`src/rtl/psr_pkg.sv`:
```
package psr_pkg;

    parameter int unsigned PSR_WIDTH       = 8;
    parameter int unsigned PSR_SYNC_STAGES = 2;

    typedef enum logic [1:0] {
        OP_HOLD  = 2'd0,
        OP_LOAD  = 2'd1,
        OP_SHIFT = 2'd2
    } psr_op_e;

endpackage

```
`src/rtl/psr_sync.sv`:
```
module psr_sync #(
    parameter int unsigned    W       = 1,
    parameter int unsigned    STAGES  = 2,
    parameter logic [W-1:0]   RST_VAL = '0
) (
    input  logic         clk,
    input  logic         rst,
    input  logic [W-1:0] d_in,
    output logic [W-1:0] d_out
);

    typedef struct packed {
        logic [STAGES-1:0][W-1:0] pipe;
    } sync_t;

    sync_t s_d, s_q;

    always_comb begin
        s_d         = s_q;
        s_d.pipe[0] = d_in;
        for (int i = 1; i < STAGES; i++) begin
            s_d.pipe[i] = s_q.pipe[i-1];
        end
    end

    always_ff @(posedge clk) begin
        if (rst) begin
            s_q.pipe <= {STAGES{RST_VAL}};
        end else begin
            s_q <= s_d;
        end
    end

    assign d_out = s_q.pipe[STAGES-1];

endmodule

```
`src/rtl/psr_edge.sv`:
```
module psr_edge (
    input  logic clk,
    input  logic rst,
    input  logic sclk_s,
    input  logic inh_s,
    output logic rise
);

    typedef struct packed {
        logic hist;
    } edge_t;

    edge_t e_d, e_q;
    logic  merged;

    always_comb begin
        merged     = sclk_s | inh_s;
        rise       = merged & ~e_q.hist;
        e_d        = e_q;
        e_d.hist   = merged;
    end

    always_ff @(posedge clk) begin
        if (rst) begin
            e_q.hist <= 1'b1;
        end else begin
            e_q <= e_d;
        end
    end

    AST_EDGE_SINGLE_PULSE: assert property (@(posedge clk) disable iff (rst)
        rise |=> !rise);
    AST_INHIBIT_NO_EDGE: assert property (@(posedge clk) disable iff (rst)
        (inh_s && $past(inh_s)) |-> !rise);

endmodule

```
`src/rtl/psr_core.sv`:
```
module psr_core #(
    parameter int unsigned W = psr_pkg::PSR_WIDTH
) (
    input  logic              clk,
    input  logic              rst,
    input  psr_pkg::psr_op_e  op,
    input  logic              ser,
    input  logic [W-1:0]      par,
    output logic [W-1:0]      stages
);
    import psr_pkg::*;

    typedef struct packed {
        logic [W-1:0] st;
    } core_t;

    core_t c_d, c_q;

    always_comb begin
        c_d = c_q;
        unique case (op)
            OP_LOAD:  c_d.st = par;
            OP_SHIFT: c_d.st = {c_q.st[W-2:0], ser};
            default:  c_d.st = c_q.st;
        endcase
    end

    always_ff @(posedge clk) begin
        if (rst) begin
            c_q.st <= '0;
        end else begin
            c_q <= c_d;
        end
    end

    assign stages = c_q.st;

    AST_LOAD_TRACKS_PAR: assert property (@(posedge clk) disable iff (rst)
        (op == OP_LOAD) |=> (stages == $past(par)));
    AST_SHIFT_MOVES_DATA: assert property (@(posedge clk) disable iff (rst)
        (op == OP_SHIFT) |=> (stages == {$past(stages[W-2:0]), $past(ser)}));
    AST_HOLD_STABLE: assert property (@(posedge clk) disable iff (rst)
        (op == OP_HOLD) |=> $stable(stages));

endmodule

```
`src/rtl/psr_shifter.sv`:
```
module psr_shifter #(
    parameter int unsigned W           = psr_pkg::PSR_WIDTH,
    parameter int unsigned SYNC_STAGES = psr_pkg::PSR_SYNC_STAGES
) (
    input  logic         clk,
    input  logic         rst,
    input  logic         sclk_pin,
    input  logic         inhibit_pin,
    input  logic         load_n_pin,
    input  logic         ser_pin,
    input  logic [W-1:0] par_pin,
    output logic         q_out,
    output logic         qn_out
);
    import psr_pkg::*;

    localparam int unsigned CTL_W  = 3;
    localparam int unsigned DATA_W = W + 1;

    logic [CTL_W-1:0]  ctl_s;
    logic [DATA_W-1:0] data_s;
    logic              sclk_s, inh_s, load_n_s, ser_s;
    logic [W-1:0]      par_s;
    logic              rise;
    psr_op_e           op;
    logic [W-1:0]      stages;

    // Control pins reset to the idle-high level so release makes no edge.
    psr_sync #(.W(CTL_W), .STAGES(SYNC_STAGES), .RST_VAL(3'b111)) u_ctl_sync (
        .clk   (clk),
        .rst   (rst),
        .d_in  ({sclk_pin, inhibit_pin, load_n_pin}),
        .d_out (ctl_s)
    );

    // Data pins share the same latency so they stay aligned with load.
    psr_sync #(.W(DATA_W), .STAGES(SYNC_STAGES), .RST_VAL('0)) u_data_sync (
        .clk   (clk),
        .rst   (rst),
        .d_in  ({ser_pin, par_pin}),
        .d_out (data_s)
    );

    always_comb begin
        sclk_s   = ctl_s[2];
        inh_s    = ctl_s[1];
        load_n_s = ctl_s[0];
        ser_s    = data_s[W];
        par_s    = data_s[W-1:0];
    end

    psr_edge u_edge (
        .clk    (clk),
        .rst    (rst),
        .sclk_s (sclk_s),
        .inh_s  (inh_s),
        .rise   (rise)
    );

    always_comb begin
        if (!load_n_s) begin
            op = OP_LOAD;
        end else if (rise) begin
            op = OP_SHIFT;
        end else begin
            op = OP_HOLD;
        end
    end

    psr_core #(.W(W)) u_core (
        .clk    (clk),
        .rst    (rst),
        .op     (op),
        .ser    (ser_s),
        .par    (par_s),
        .stages (stages)
    );

    assign q_out  = stages[W-1];
    assign qn_out = ~stages[W-1];

    AST_OUTPUTS_COMPLEMENT: assert property (@(posedge clk) disable iff (rst)
        q_out != qn_out);
    AST_RESET_CLEARS: assert property (@(posedge clk)
        $fell(rst) |-> (stages == '0));
    AST_LOAD_BEATS_EDGE: assert property (@(posedge clk) disable iff (rst)
        (!load_n_s && rise) |=> (stages == $past(par_s)));

endmodule

```
`config.mk`:
```
export PLATFORM = sky130hd
export DESIGN_NAME = psr_shifter
export DESIGN_NICKNAME = d
export VERILOG_FILES = /design/src/rtl/psr_pkg.sv /design/src/rtl/psr_sync.sv /design/src/rtl/psr_edge.sv /design/src/rtl/psr_core.sv /design/src/rtl/psr_shifter.sv
export SDC_FILE = /design/constraint.sdc
export NUM_CORES = 1
export LEC_CHECK = 0
export CAP_MARGIN = 0
export CORE_ASPECT_RATIO = 1.2
export CORE_UTILIZATION = 35
export DETAILED_ROUTE_END_ITERATION = 10
export DONT_BUFFER_PORTS = 1
export PLACE_DENSITY = 0.61
export SLEW_MARGIN = 20
export SYNTH_ARGS = -nofsm -noshare
export SYNTH_HDL_FRONTEND = slang
export SYNTH_SLANG_ARGS = --single-unit
```
`constraint.sdc`:
```
create_clock -name clk -period 1.6 [get_ports clk]
set_input_delay 0.16 -clock clk [delete_from_list [all_inputs] [get_ports clk]]
set_output_delay 0.16 -clock clk [all_outputs]
set_load 0.02 [all_outputs]
```
==> reports/qor.yml <==
status: "finished clean"
clockBufferDepth: 2
h-tree-depth: 2
max_freq_mhz: 884.0
synth_area_um2: 1038
finalCriticalPeriod_ns: 1.131
dieWidth_um: 51.73
syn_area_per_cell_um2: 10.49
finalCritPeriodShare_pct: 70.70
fin_area_um2: 1226
crit_path_max_fanout: 3
vias: 647
slew_headroom_pct: 65.85
cts_tree: "yes"
postRouteAntennaNets: 0
drt_iter0_drc: 7
drc_errors: 0
skew_ns: 0.006851
vdd_drop_max_uv: 650.2
total_power_mw: 1.401
cts_root_buf: "clkbuf_4"
grt-ovfl-total: 0
seq_area_frac_synth_pct: 63.61
area_delta_synth_final_pct: 18.07
cap_violations: 0
grt_usage_pct: 11.94
maxSlewViolCount: 0
dieArea_um2: 3190
final_util_pct: 43.61
cts_inserted_buffers: 5
postCtsSetupBuffers: 0
reg2reg_slack_ns: 0.47
wire_per_inst_um: 9.701
crit_family: "flip-flops"
path_buf_inv: 1
tns_ns: 0
routed_wl_mm: 1.426
syn-num-nets: 113
place_inst: 127
ios: 16
die_y_um: 61.67
tightestPinTransition_ns: 0.5122
worst-setup-path-type: "reg -> out"
critPathMaxStageDelay_ns: 0.47
grt_max_degree: 34
slowest_stage: "dfxtp_1"
io_buffers: 0
layout.cells.non_filler: 147
path_cells: "inv_1"
place_ws_ns: 0.4888
insertion_delay_ns: 0.33
end_kind: "output pin"
post-route-worst-setup-slack_ns: 0.4688
yosysWarnings: 0
grt_pass1_wl_mm: 2.580
clk_pin_slew_ns: 0.09
rsz0062_at_grt: "false"
hold_path_class: "in -> reg"
finalHoldViolCount: 0
num_rows: 21
grt_antenna_before_repair: 0
finalSetupViolCount: 0
syn_inst: 99
ys_seq_elements: 33
startpoint_type: "flip-flop"
dpl_cell_area_um2: 1046
nFillCells: 263
num-nets-final: 127
p_per_area_nw_per_um2: 1142
power_leakage_nw: 0.4661
vias_per_cell: 4.401
drt_pass1_iterations: 3
crit_arrival_ns: 0.97
grt_pass1_vias: 621
cts_sinks: 33
holdWs_ns: 0.2851
synth_cell_types: 14
antennaDiodeCount: 0
gp_congestion: 0.6774
initial_core_util_pct: 36.94
drive_above_1_share_pct: 13.27
critPathRequiredTime_ns: 1.44
core-area_um2: 2811
==> metal layers <==
metal | part of all wire, % | track usage, %
met1 | 41 | 12.37
met2 | 49 | 18.00
met3 | 5.0 | 5.926
met4 | 4.5 | 10.42
met5 | 0 | 0
==> where the power goes <==
| group | internal [mW] | switching, mW | total (mW) |
|---|---|---|---|
| Combinational | 0.0433 | 0.0277 | 0.0710 |
| Sequential | 0.859 | 0.0172 | 0.876 |
| Clock | 0.207 | 0.246 | 0.454 |
==> state kept, by name, indices dropped and copies added, names as in the netlist <==
signal	flops
u_core.stages	8
u_edge.e_q	1
u_data_sync.d_out	9
u_ctl_sync.d_out	3
u_data_sync.s_d	9
u_ctl_sync.s_d	3
==> synth_stat cells <==
cell type / number / share of area, %
or3_2: 1 / 0.72
nor2b_1: 18 / 11
o21bai_2: 1 / 1.1
nand2_1: 16 / 5.8
inv_1: 1 / 0.36
buf_6: 1 / 1.1
clkbuf_1: 3 / 1.1
or2_2: 6 / 3.6
clkbuf_4: 1 / 0.72
dfxtp_1: 33 / 64
nor2_1: 8 / 2.9
clkbuf_2: 1 / 0.48
a311oi_1: 8 / 6.7
o21ba_1: 1 / 0.96
==> worst paths after layout <==
path,endpoint,from,cells past startpoint
setup reg to reg,u_core.stages[3],u_edge.e_q,3
setup / recovery,qn_out,u_core.stages[7],1
hold reg to reg,u_ctl_sync.d_out[0],u_ctl_sync.s_d[3],1
hold / removal,u_data_sync.s_d[10],rst,2
==> cell type report <==
type                       count  area [um^2]  area share [%]
clock buffer                   7        55.05           4.490
sequential                    33        660.6           53.88
tap                           34        42.54           3.469
timing repair buffer          13        125.1           10.20
multi-input combinational     59        339.1           27.65
inverter                       1        3.754          0.3061
==> placed cells by master, fill, tap and decap left out <==
cell type,synthesis,routed
a311oi_1,8,8
buf_2,0,1
clkbuf_1,3,1
clkbuf_4,1,5
clkbuf_8,0,1
dfxtp_1,33,33
dlygate4sd3_1,0,12
inv_1,1,1
nand2_1,16,16
nor2_1,8,8
nor2b_1,18,18
o21ba_1,1,1
o21bai_2,1,1
or2_2,6,6
or3_2,1,1
==> what timing repair did <==
item / CTS / global route
hold endpoints to repair: 33 / 0
resized for setup: 0 / 0
hold buffers: 13 / 0
==> cells by family after synthesis <==
| kind of cell | count (synthesis) | synth area share [%] |
|---|---|---|
| flip-flops | 33 | 63.61 |
| buffers and inverters | 7 | 3.734 |
| AO/OA/AOI/OAI | 10 | 8.795 |
| AND/OR/NAND/NOR | 49 | 23.86 |
Power figures use the tool's default switching activity.
